--- config.mk ---
export PLATFORM = sky130hd
export DESIGN_NAME = trace_view_filter
export DESIGN_NICKNAME = d
export VERILOG_FILES = /design/src/rtl/tvf_pkg.sv /design/src/rtl/tvf_ctrl_reg.sv /design/src/rtl/tvf_event_sel.sv /design/src/rtl/tvf_level_gate.sv /design/src/rtl/tvf_decide.sv /design/src/rtl/trace_view_filter.sv
export SDC_FILE = /design/constraint.sdc
export NUM_CORES = 1
export LEC_CHECK = 0
export ABC_AREA = 0
export CORE_AREA = 2 2 62 64
export CTS_BUF_LIST = sky130_fd_sc_hd__clkbuf_4
export CTS_CLUSTER_SIZE = 16
export DETAILED_ROUTE_END_ITERATION = 12
export DIE_AREA = 0 0 64 66
export GPL_ROUTABILITY_DRIVEN = 0
export PLACE_DENSITY = 0.85
export SETUP_SLACK_MARGIN = 0.4
export SLEW_MARGIN = 20
export SYNTH_ARGS = -nofsm -noshare
export SYNTH_HDL_FRONTEND = slang
export SYNTH_SLANG_ARGS = --single-unit
--- constraint.sdc ---
create_clock -name clk -period 2.7 [get_ports clk]
set_input_delay 0.27 -clock clk [delete_from_list [all_inputs] [get_ports clk]]
set_output_delay 0.27 -clock clk [all_outputs]
set_load 0.1 [all_outputs]
--- src/rtl/tvf_pkg.sv ---
package tvf_pkg;

    localparam int CTRL_W   = 32;
    localparam int NS_LSB   = 20;
    localparam int S_LSB    = 16;
    localparam int SERR_BIT = 11;
    localparam int RST_BIT  = 10;
    localparam int SS_BIT   = 9;
    localparam int TYPE_BIT = 7;
    localparam int SEL_LSB  = 0;

    // writable bits: NS mask [22:20], S mask 19,17,16, force bits 11,10, type 7, sel [3:0]
    localparam logic [CTRL_W-1:0] WR_MASK   = 32'h007B_0C8F;
    localparam logic [CTRL_W-1:0] READ_MASK = WR_MASK | (32'h1 << SS_BIT);

    typedef enum logic [1:0] {
        ELEM_PLAIN  = 2'd0,
        ELEM_RESET  = 2'd1,
        ELEM_SERROR = 2'd2,
        ELEM_OTHER  = 2'd3
    } elem_kind_e;

    typedef struct packed {
        logic [CTRL_W-1:0] ctrl;
        logic              started;
    } ctrl_state_t;

    typedef struct packed {
        logic last_traced;
    } decide_state_t;

endpackage

--- src/rtl/tvf_ctrl_reg.sv ---
module tvf_ctrl_reg
    import tvf_pkg::*;
#(
    parameter int              ADDR_W      = 12,
    parameter logic [ADDR_W-1:0] CTRL_OFFSET = 12'h080
) (
    input  logic              clk,
    input  logic              rst_n,
    input  logic [ADDR_W-1:0] bus_addr,
    input  logic              bus_wr,
    input  logic [CTRL_W-1:0] bus_wdata,
    output logic [CTRL_W-1:0] bus_rdata,
    input  logic              ss_start,
    input  logic              ss_stop,
    output logic [3:0]        ns_mask_o,
    output logic [3:0]        s_mask_o,
    output logic              force_rst_o,
    output logic              force_serr_o,
    output logic              pair_mode_o,
    output logic [3:0]        sel_o,
    output logic              started_o
);

    ctrl_state_t r_d, r_q;
    logic        hit;

    assign hit = (bus_addr == CTRL_OFFSET);

    always_comb begin
        r_d = r_q;
        if (hit && bus_wr) begin
            r_d.ctrl = bus_wdata & WR_MASK;
        end
        if (ss_stop) begin
            r_d.started = 1'b0;
        end else if (ss_start) begin
            r_d.started = 1'b1;
        end
    end

    always_ff @(posedge clk) begin
        if (!rst_n) begin
            r_q <= '0;
        end else begin
            r_q <= r_d;
        end
    end

    always_comb begin
        bus_rdata = '0;
        if (hit) begin
            bus_rdata = r_q.ctrl;
            bus_rdata[SS_BIT] = r_q.started;
        end
    end

    assign ns_mask_o    = r_q.ctrl[NS_LSB +: 4];
    assign s_mask_o     = r_q.ctrl[S_LSB +: 4];
    assign force_rst_o  = r_q.ctrl[RST_BIT];
    assign force_serr_o = r_q.ctrl[SERR_BIT];
    assign pair_mode_o  = r_q.ctrl[TYPE_BIT];
    assign sel_o        = r_q.ctrl[SEL_LSB +: 4];
    assign started_o    = r_q.started;

    assert_rsvd_zero_R1: assert property (@(posedge clk) disable iff (!rst_n)
        (bus_rdata & ~READ_MASK) == '0);

    assert_stop_wins_R7: assert property (@(posedge clk) disable iff (!rst_n)
        ss_stop |=> !started_o);

    assert_start_sets_R7: assert property (@(posedge clk) disable iff (!rst_n)
        (ss_start && !ss_stop) |=> started_o);

    assert_unimpl_levels_R2: assert property (@(posedge clk) disable iff (!rst_n)
        !ns_mask_o[3] && !s_mask_o[2]);

endmodule

--- src/rtl/tvf_event_sel.sv ---
module tvf_event_sel #(
    parameter int NUM_RES = 16
) (
    input  logic [NUM_RES-1:0]         res_vec,
    input  logic                       pair_mode,
    input  logic [$clog2(NUM_RES)-1:0] sel,
    output logic                       event_o
);

    localparam int NUM_PAIRS  = NUM_RES / 2;
    localparam int PAIR_SEL_W = $clog2(NUM_PAIRS);

    logic [NUM_PAIRS-1:0] pair_or;

    for (genvar g = 0; g < NUM_PAIRS; g++) begin : g_pair
        assign pair_or[g] = res_vec[2*g] | res_vec[2*g+1];
    end

    always_comb begin
        if (pair_mode) begin
            event_o = pair_or[sel[PAIR_SEL_W-1:0]];
        end else begin
            event_o = res_vec[sel];
        end
    end

endmodule

--- src/rtl/tvf_level_gate.sv ---
module tvf_level_gate (
    input  logic [3:0] ns_mask,
    input  logic [3:0] s_mask,
    input  logic [1:0] level,
    input  logic       nonsecure,
    output logic       allow_o
);

    logic [3:0] mask_sel;

    always_comb begin
        mask_sel = nonsecure ? ns_mask : s_mask;
        allow_o  = !mask_sel[level];
    end

endmodule

--- src/rtl/tvf_decide.sv ---
module tvf_decide
    import tvf_pkg::*;
(
    input  logic       clk,
    input  logic       rst_n,
    input  logic       elem_valid,
    input  logic [1:0] elem_kind,
    input  logic       base_ok,
    input  logic       force_rst,
    input  logic       force_serr,
    output logic       trace_en
);

    decide_state_t s_d, s_q;
    elem_kind_e    kind;

    assign kind = elem_kind_e'(elem_kind);

    always_comb begin
        trace_en = 1'b0;
        if (elem_valid) begin
            unique case (kind)
                ELEM_RESET:  trace_en = force_rst  | s_q.last_traced;
                ELEM_SERROR: trace_en = force_serr | s_q.last_traced;
                default:     trace_en = base_ok;
            endcase
        end
        s_d = s_q;
        if (elem_valid) begin
            s_d.last_traced = trace_en;
        end
    end

    always_ff @(posedge clk) begin
        if (!rst_n) begin
            s_q <= '0;
        end else begin
            s_q <= s_d;
        end
    end

    assert_idle_quiet_R8: assert property (@(posedge clk) disable iff (!rst_n)
        !elem_valid |-> !trace_en);

    assert_forced_reset_R9: assert property (@(posedge clk) disable iff (!rst_n)
        (elem_valid && elem_kind == 2'd1 && force_rst) |-> trace_en);

    assert_forced_serror_R10: assert property (@(posedge clk) disable iff (!rst_n)
        (elem_valid && elem_kind == 2'd2 && force_serr) |-> trace_en);

    assert_last_follows_R11: assert property (@(posedge clk) disable iff (!rst_n)
        elem_valid |=> (s_q.last_traced == $past(trace_en)));

    assert_last_holds_R11: assert property (@(posedge clk) disable iff (!rst_n)
        !elem_valid |=> $stable(s_q.last_traced));

endmodule

--- src/rtl/trace_view_filter.sv ---
module trace_view_filter
    import tvf_pkg::*;
#(
    parameter int                ADDR_W      = 12,
    parameter logic [ADDR_W-1:0] CTRL_OFFSET = 12'h080,
    parameter int                NUM_RES     = 16
) (
    input  logic               clk,
    input  logic               rst_n,
    input  logic [ADDR_W-1:0]  bus_addr,
    input  logic               bus_wr,
    input  logic [31:0]        bus_wdata,
    output logic [31:0]        bus_rdata,
    input  logic               ss_start,
    input  logic               ss_stop,
    input  logic               elem_valid,
    input  logic [1:0]         elem_level,
    input  logic               elem_nonsecure,
    input  logic [1:0]         elem_kind,
    input  logic [NUM_RES-1:0] res_vec,
    output logic               trace_en
);

    localparam int SEL_W = $clog2(NUM_RES);

    logic [3:0] ns_mask, s_mask, sel;
    logic       force_rst, force_serr, pair_mode, started;
    logic       event_hit, level_ok, base_ok;

    tvf_ctrl_reg #(
        .ADDR_W      (ADDR_W),
        .CTRL_OFFSET (CTRL_OFFSET)
    ) i_ctrl (
        .clk          (clk),
        .rst_n        (rst_n),
        .bus_addr     (bus_addr),
        .bus_wr       (bus_wr),
        .bus_wdata    (bus_wdata),
        .bus_rdata    (bus_rdata),
        .ss_start     (ss_start),
        .ss_stop      (ss_stop),
        .ns_mask_o    (ns_mask),
        .s_mask_o     (s_mask),
        .force_rst_o  (force_rst),
        .force_serr_o (force_serr),
        .pair_mode_o  (pair_mode),
        .sel_o        (sel),
        .started_o    (started)
    );

    tvf_event_sel #(
        .NUM_RES (NUM_RES)
    ) i_event (
        .res_vec   (res_vec),
        .pair_mode (pair_mode),
        .sel       (sel[SEL_W-1:0]),
        .event_o   (event_hit)
    );

    tvf_level_gate i_level (
        .ns_mask   (ns_mask),
        .s_mask    (s_mask),
        .level     (elem_level),
        .nonsecure (elem_nonsecure),
        .allow_o   (level_ok)
    );

    assign base_ok = event_hit & started & level_ok;

    tvf_decide i_decide (
        .clk        (clk),
        .rst_n      (rst_n),
        .elem_valid (elem_valid),
        .elem_kind  (elem_kind),
        .base_ok    (base_ok),
        .force_rst  (force_rst),
        .force_serr (force_serr),
        .trace_en   (trace_en)
    );

    assert_stopped_plain_R8: assert property (@(posedge clk) disable iff (!rst_n)
        (elem_valid && !elem_kind[0] && !elem_kind[1] && !bus_rdata_started()) |-> !trace_en);

    function automatic logic bus_rdata_started();
        return started;
    endfunction

endmodule

## Word-level counts from Yosys, hierarchy flattened

Cells that the tools add are included.

| storage, ports and cells | value |
|---|---|
| register bits after elaboration | 15 |
| input port bits | 71 |
| output and inout bits | 33 |

| operators by class | value |
|---|---|
| $lt $le $gt $ge | 3 |
| equal/unequal tests | 3 |
| muxes and demuxes | 11 |
| bitwise operators | 13 |
| reduce and logical (&&, ||, !) cells | 3 |

Operator list:

| operator | number |
|---|---|
| 2-to-1 mux 23 bit | 1 |
| == test 12 x 8 -> 1 bit, second input constant | 1 |
| bitwise OR 1 bit | 10 |
| less-than comparator 4 x 5 -> 1 bit, second input constant | 1 |
| 2-to-1 mux 1 bit | 5 |
| binary-select mux 1 bit (select 4 bit) | 1 |
| less-than comparator 3 x 4 -> 1 bit, second input constant | 1 |
| 2-to-1 mux 4 bit | 1 |
| binary-select mux 1 bit (select 3 bit) | 1 |
| less-than comparator 2 x 3 -> 1 bit, second input constant | 1 |
| bitwise AND 1 bit | 2 |
| binary-select mux 1 bit (select 2 bit) | 1 |
| == test 2 x 1 -> 1 bit, second input constant | 1 |
| == test 2 bit, second input constant | 1 |
| one-hot mux 1 bit (2 select lines) | 1 |
| OR reduction 2 bit | 1 |
| logical AND 1 bit | 1 |
| zero test 1 bit | 1 |
| inverter 1 bit | 1 |

## Longest topological paths before layout

Gate-level depths: netlist of the first run.

| depth | value |
|---|---|
| depth in word-level cells | 8 |
| depth in mapped cells | 7 |
| mapped depth without buffers | 7 |

## Hierarchy

Synthesis of the first run repeated with hierarchy kept, for this count alone.

| unflattened totals | value |
|---|---|
| cells, all modules | 141 |
| area, all modules | 1278.7 um2 |

By module, submodules not included:

| module | times used | cells each | area an instance (um2) | seq. area each (um2) |
|---|---|---|---|---|
| tvf_ctrl_reg | 1 | 101 | 850.8 | 280.3 |
| tvf_event_sel | 1 | 25 | 260.2 | 0.0 |
| tvf_decide | 1 | 11 | 98.8 | 20.0 |
| tvf_level_gate | 1 | 3 | 62.6 | 0.0 |
| trace_view_filter | 1 | 1 | 6.3 | 0.0 |

## Worst setup path after synthesis of the first run

OpenSTA, ideal clock, no wires.

| timing | value |
|---|---|
| path kind | register -> output |
| from | register i_ctrl.r_q (netlist bit i_ctrl.sel_o[0]) |
| to | output trace_en |
| data arrival time | 2.181 ns |
| slack | 0.249 ns |
| cell stages (with the launch flop) | 6 |
| path buffers | 1 |
| cells stage by stage | dfxtp_1 -> buf_6 -> mux4_2 -> o221ai_1 -> o2111ai_1 -> o21ai_1 |

| between the ends | value |
|---|---|
| cells in the longest elaborated chain, start to end | 7 |
| elaborated cells between the ends (all ways) | 9 |
| classes of those cells | mux (7); bitwise (2) |

RTL lines:

| item | line | text |
|---|---|---|
| start, declared | tvf_ctrl_reg.sv:24 | `ctrl_state_t r_d, r_q;` |
| start signal, assigned | tvf_ctrl_reg.sv:45 | `r_q <= r_d;` |
| binary-select mux 1 bit (select 4 bit) / binary-select mux 1 bit (select 3 bit) (equally long branches) | tvf_event_sel.sv:23, tvf_event_sel.sv:21 |  |
| 2-to-1 mux 1 bit, on equally long branches | tvf_event_sel.sv:23, tvf_event_sel.sv:21 |  |
| 2-to-1 mux 1 bit (*) | tvf_event_sel.sv:20 | `if (pair_mode) begin` |
| bitwise AND 1 bit (*) (2 in series) | trace_view_filter.sv:68 | `assign base_ok = event_hit & started & level_ok;` |
| one-hot mux 1 bit (2 select lines) (*) | tvf_decide.sv:22 | `unique case (kind)` |
| 2-to-1 mux 1 bit (*) | tvf_decide.sv:21 | `if (elem_valid) begin` |
| end, declared | trace_view_filter.sv:21 | `output logic trace_en` |

Mark *: on every way between the ends. The rest lies on a longest branch, timed or not. The select of a mux whose other input is x is not followed.

## Final worst setup path of the first run

| timing | value |
|---|---|
| from | input elem_level[0] |
| to | output trace_en |

| between the ends | value |
|---|---|
| cells in the longest elaborated chain, start to end | 6 |

RTL lines:

| item | line | text |
|---|---|---|
| start, declared | trace_view_filter.sv:17 | `input logic [1:0] elem_level,` |
| binary-select mux 1 bit (select 2 bit) | tvf_level_gate.sv:13 | `allow_o = !mask_sel[level];` |
| 2-to-1 mux 1 bit (not written as such) | tvf_level_gate.sv:13 |  |
| zero test 1 bit | tvf_level_gate.sv:13 |  |
| bitwise AND 1 bit | trace_view_filter.sv:68 |  |
| one-hot mux 1 bit (2 select lines) | tvf_decide.sv:22 |  |
| 2-to-1 mux 1 bit | tvf_decide.sv:21 |  |

No other way between the ends. The select of a mux whose other input is x is not followed.

==> results of run 1 <==
## layout make-up
cell class                      count  area share (%)
Sequential cell                    15            15.1
Timing Repair Buffer               71            42.1
Inverter                            4           0.747
Multi-Input combinational cell    115            37.5
Tap cell                           48            2.99
Clock buffer                        4            1.49
## sequential cells by signal, indices dropped and copies added, names as in the netlist
signal	flops
i_ctrl.force_rst_o	1
i_ctrl.force_serr_o	1
i_ctrl.ns_mask_o	3
i_ctrl.pair_mode_o	1
i_ctrl.s_mask_o	3
i_ctrl.sel_o	4
i_ctrl.started_o	1
i_decide.s_q	1
## how the worst min path moves through the flow
stage / startpoint / end / slack, ns / cells past startpoint
3_3_place_gp: i_ctrl.s_mask_o[0] / i_ctrl.s_mask_o[0] / 0.47 / 2
2_1_floorplan: ss_stop / i_ctrl.started_o / 0.35 / 1
4_1_cts: i_ctrl.ns_mask_o[1] / i_ctrl.ns_mask_o[1] / 0.48 / 2
6_report: i_ctrl.s_mask_o[0] / i_ctrl.s_mask_o[0] / 0.48 / 2
5_1_grt: i_ctrl.ns_mask_o[1] / i_ctrl.ns_mask_o[1] / 0.51 / 2
3_5_place_dp: i_ctrl.s_mask_o[0] / i_ctrl.s_mask_o[0] / 0.47 / 2
## what timing repair did
| action | CTS | global route |
|---|---|---|
| pin swaps | 0 | 0 |
| hold buffers | 0 | 0 |
| gates resized for setup | 5 | 0 |
| setup buffers | 0 | 2 |
| gates cloned | 0 | 0 |
| endpoints found under the setup margin | 1 | 1 |
## Yosys cell counts
cell       number  area (um2)
clkbuf_1        3        11.3
and2_1         13        81.3
o31ai_1         1        7.51
dfxtp_1        15         300
o211ai_1        2        15.0
o21bai_1        1        7.51
nor3_1          1        5.00
nand3b_1        1        7.51
o2111ai_1       1        8.76
nor3b_1         1        7.51
buf_4          20         150
a21boi_1        1        7.51
mux2i_1         2        20.0
ha_1            1        12.5
o21ai_1         1        5.00
a21boi_0       13        97.6
a311oi_1        1        8.76
o221ai_1        1        8.76
mux4_2          5         113
buf_6           2        22.5
o31a_1          1        8.76
o21ai_0         2        10.0
nor4b_1         1        8.76
and3_1          1        6.26
nand3_1        13        65.1
nor2_1          9        33.8
buf_2           3        15.0
o311ai_0        1        8.76
nand2_1        16        60.1
and2_2          1        7.51
inv_1           4        15.0
nor4_1          2        12.5
mux2_2          2        22.5
a21oi_1         1        5.00
conb_1          1        3.75
o311a_1         1        10.0
## per-layer routing
metal	share of wire, %	routed length, um	up-vias
met4	0.93	29	0
li1	-	-	602
met2	50	1570	60
met3	9.2	285	4
met1	39	1220	527
met5	0	0	-
## logic make-up (layout without fill, tap and decap cells)
kind of cell	Yosys count	in the layout	share of synthesized area [%]
AND/OR/NAND/NOR	59	59	24.8
adder cells (fa/ha/maj)	1	1	1.05
other	1	18	0.315
buffers and inverters	32	79	18.0
flip-flops	15	15	25.2
multiplexers	9	9	13.0
AO/OA/AOI/OAI	28	28	17.6
## worst min-delay path, delay by kind of cell (launching register included)
family / cells / cell delay (ns)
flops: 1 / 0.32
simple gates: 1 / 0.05
compound gates: 1 / 0.06
## stage by stage
step,cells,total power [W]
after CTS,255,0.000600
after floorplan,162,0.000392
after detailed placement,251,0.000463
after global placement,251,0.000461
after global routing,257,0.000623
final,257,0.000596
## power breakdown
| group | total [W] | leakage, nW | internal (W) | switching, W |
|---|---|---|---|---|
| Combinational | 0.000236 | 0.590 | 0.0000862 | 0.000150 |
| Clock | 0.000137 | 0.0184 | 0.0000674 | 0.0000695 |
| Sequential | 0.000223 | 0.122 | 0.000222 | 0.00000136 |
| Total | 0.000596 | 0.730 | 0.000375 | 0.000220 |
==> metrics.yaml, run 1 <==
status: "completed"
setup-violations-final: 0
r2r.worst_path.cells: 5
gr-usage-met2_pct: 27.7
final_cell_mix: "51 x clkdlybuf4s50_1, 18 x conb_1, 16 x nand2_1"
cts.clk_slew.worst_paths_ns: 0.08
cts_tree: "yes"
port-buffer-count: 66
cap_violations: 0
drt_iter0_drc: 36
grt_pass1_wl_um: 5090
dieHeight_um: 66
die_w_um: 64
vias: 1193
synth_area_um2: 1190
r2r_setup_slack_ns: 1.09
drc: 0
dpl.hpwl_um: 2470
startpoint_type: "primary input"
use_met1_pct: 16.6
fin_crit_ns: 2.26
wire_per_inst_um: 12.1
crit_buf_inv: 2
slowest_stage: "clkdlybuf4s50_1"
mostFrequentLayoutCell: "clkdlybuf4s50_1"
power.density_nw_per_um2: 297
rr_endpoint: "i_decide.s_q"
fp-row-count: 22
fin_area_um2: 2010
use_met3_pct: 5.28
first_global_vias: 1184
dpl-instance-area_um2: 1950
cts_sinks: 15
synth.distinct_cells: 36
numCtsBuffers: 3
arrival_ns: 1.99
htree_levels: 1
seqCellArea_um2: 304
cpLargestDelayFamily: "buffers and inverters"
endpoint: "trace_en"
antenna_cells: 0
syn_inst: 145
area_delta_synth_final_pct: 68.9
synth-seq-cells: 15
fp.coreArea_um2: 3550
tns_ns: 0
fill_cells: 334
cp_cell_sequence: "clkdlybuf4s50_1 -> mux4_2 -> o21ai_1 -> o2111ai_2 -> o21ai_2 -> buf_12"
multi_input_area_um2: 754
drive_gt1_share_pct: 17.2
antenna_found_initial: 0
cp-end-kind: "output port"
place_ws_ns: 0.317
fin_nets: 282
grt_usage_pct: 15.1
grt_max_degree: 29
ant_nets: 0
drv_slew: 0
viasPerCell: 4.64
fp.dieArea_um2: 4220
hold_viol_final: 0
ys_warn_count: 0
initial_core_util_pct: 33.5
rsz0062_at_grt: "true"
firstDrtPassIters: 4
clk_latency_ns: 0.28
syn_avg_cell_area_um2: 8.21
grt_overflow_total: 0
grt-busiest-layer: "met2"
synth_seq_area_share_pct: 25.2
max_freq_mhz: 443
timing.final.crit_share_pct: 83.6
fin_skew_ns: 0.00354
r2r-start: "i_ctrl.sel_o[1]"
cts-root-buf: "clkbuf_4"
ioPinCount: 104
slowest_delay_ns: 0.52
timing.hold.ws_ns: 0.479
ir_drop_mv: 0.247
cts_buffer_depth: 2
fin_ws_ns: 0.443
cellLeakagePower_nw: 0.730
wirelength_um: 3110
path_class: "primary input to output port"
holdCritPathClass: "flip-flop to flip-flop"
crit_required_ns: 2.43
startpoint: "elem_level[0]"
crit_fanout: 3
postLayoutCoreUtil_pct: 56.6
crit_cells: 6
Note: power is estimated with default switching activity, not from simulation.
==> run 2, diff against run 1 <==
- CORE_AREA: 2 2 62 64 -> 2 2 64 66
- DIE_AREA: 0 0 64 66 -> 0 0 66 68
- PLACE_DENSITY: 0.85 -> 0.8
- clock period: 2.7 -> 2.25 ns (I/O delays scaled with it)
==> metrics.yaml, run 2 (synthesized netlist as in run 1, its figures left out) <==
grt_overflow_total: 0  # unchanged
power.density_nw_per_um2: 326  # +10%
grt_max_degree: 16  # -45%
slowest_delay_ns: 0.50  # -0.02 ns
fin_ws_ns: 0.0710  # -0.372 ns
clk_latency_ns: 0.28  # about the same
path_class: "flip-flop to output port"
fin_nets: 286  # +1.4%
place_ws_ns: -0.0299  # -0.346 ns
rsz0062_at_grt: "true"
setup-violations-final: 0  # unchanged
dieHeight_um: 68  # +3.0%
fp.coreArea_um2: 3860  # +8.6%
dpl.hpwl_um: 2530  # +2.4%
slowest_stage: "mux4_2"
grt-busiest-layer: "met2"
crit_fanout: 5  # +2
wirelength_um: 3350  # +7.9%
final_cell_mix: "41 x clkdlybuf4s50_1, 18 x conb_1, 16 x buf_12"
die_w_um: 66  # +3.1%
initial_core_util_pct: 30.9  # -2.7 points
ant_nets: 0  # unchanged
use_met3_pct: 3.29  # -2.0 points
cts_tree: "yes"
ctsHoldBuffers: 0  # unchanged
cap_violations: 0  # unchanged
status: "completed"
htree_levels: 1  # unchanged
vias: 1247  # +4.5%
cp-end-kind: "output port"
cts.clk_slew.worst_paths_ns: 0.10  # +0.02 ns
arrival_ns: 1.95  # -0.04 ns
ir_drop_mv: 0.259  # +4.6%
drv_slew: 0  # unchanged
cts-root-buf: "clkbuf_4"
viasPerCell: 4.74  # +2.1%
drc: 0  # unchanged
max_freq_mhz: 459
fill_cells: 366  # +9.6%
numCtsBuffers: 3  # unchanged
antenna_cells: 0  # unchanged
cp_cell_sequence: "mux4_2 -> mux2i_1 -> o21bai_1 -> o2111ai_2 -> o21ai_2 -> buf_12"
cts_buffer_depth: 2  # unchanged
holdCritPathClass: "primary input to flip-flop"
power_w: 0.000710  # +19%
crit_required_ns: 2.03  # -0.40 ns
mostFrequentLayoutCell: "clkdlybuf4s50_1"
fp-row-count: 23  # +4.5%
grt_usage_pct: 15.2  # +0.035 points
first_global_vias: 1181  # -0.25%
grt_pass1_wl_um: 5250  # +3.2%
port-buffer-count: 66  # unchanged
largest_reg_flops: 4  # unchanged
fin_crit_ns: 2.18
antenna_found_initial: 0  # unchanged
wire_per_inst_um: 12.7  # +5.4%
cts_sinks: 15  # unchanged
firstDrtPassIters: 4  # unchanged
startpoint_type: "flip-flop"
timing.final.crit_share_pct: 96.8
drive_gt1_share_pct: 27.7  # +10 points
ioPinCount: 104  # unchanged
gr-usage-met2_pct: 29.5  # +1.8 points
drt_iter0_drc: 43  # +19%
fp.dieArea_um2: 4490  # +6.3%
cellLeakagePower_nw: 0.854  # +17%
fin_skew_ns: 0.00683  # +0.00329 ns
hold_viol_final: 0  # unchanged
use_met1_pct: 16.9  # +0.30 points
r2r_setup_slack_ns: 0.66  # -0.43 ns
area_delta_synth_final_pct: 83.0
-- run 2: critical path, delay by kind of cell (launching register included) --
family | cells | cell delay [ns]
buf+inv | 1 | 0.17
compound gates | 3 | 0.42
flops | 1 | 0.40
mux | 2 | 0.68
-- run 2: layout make-up --
| cell class | count | area [um2] | area share (%) |
|---|---|---|---|
| multi-input combinational | 115 | 821 | 37.7 |
| clock buffer | 3 | 22.5 | 1.03 |
| clock inverter | 1 | 5.00 | 0.230 |
| tap | 50 | 62.6 | 2.87 |
| timing repair buffer | 75 | 946 | 43.4 |
| inverter | 4 | 15.0 | 0.690 |
| sequential | 15 | 305 | 14.0 |
-- run 2: where the power goes --
group	switching (W)	internal [W]
Sequential	0.00000141	0.000266
Clock	0.0000890	0.0000658
Combinational	0.000184	0.000104
Total	0.000274	0.000436
-- run 2: timing repair --
item / CTS / global route
buffers inserted: 1 / 0
cloned: 2 / 0
setup endpoints to repair: 15 / 28
resized for setup: 26 / 11
pin swaps: 4 / 1
-- run 2: through the flow --
step / hold WS (ns) / instance area [um2] / cells / util (%) / setup TNS (ns)
finish: 0.479 / 2180 / 263 / 56.5 / 0
global route: 0.482 / 2180 / 263 / 56.5 / 0
CTS: 0.470 / 2140 / 263 / 55.5 / 0
detailed placement: 0.474 / 2010 / 256 / 52.0 / -0.0299
global placement: 0.467 / 2010 / 256 / 52.0 / -0.00939
floorplan: 0.301 / 1270 / 162 / - / 0
-- run 2: path summary, 6_finish.rpt --
check,startpoint,to,cells past startpoint
worst max-delay path,i_ctrl.sel_o[1],trace_en,6
worst min-delay path,ss_stop,i_ctrl.started_o,2
worst max register to register,i_ctrl.sel_o[1],i_decide.s_q,5
worst min register to register,i_ctrl.s_mask_o[0],i_ctrl.s_mask_o[0],2
-- run 2: per-layer routing --
metal	wire [um]	part of all wire, %	up-vias
li1	-	-	613
met1	1360	41	578
met2	1720	51	54
met3	254	7.6	2
met4	11	0.33	0
met5	0	0	-
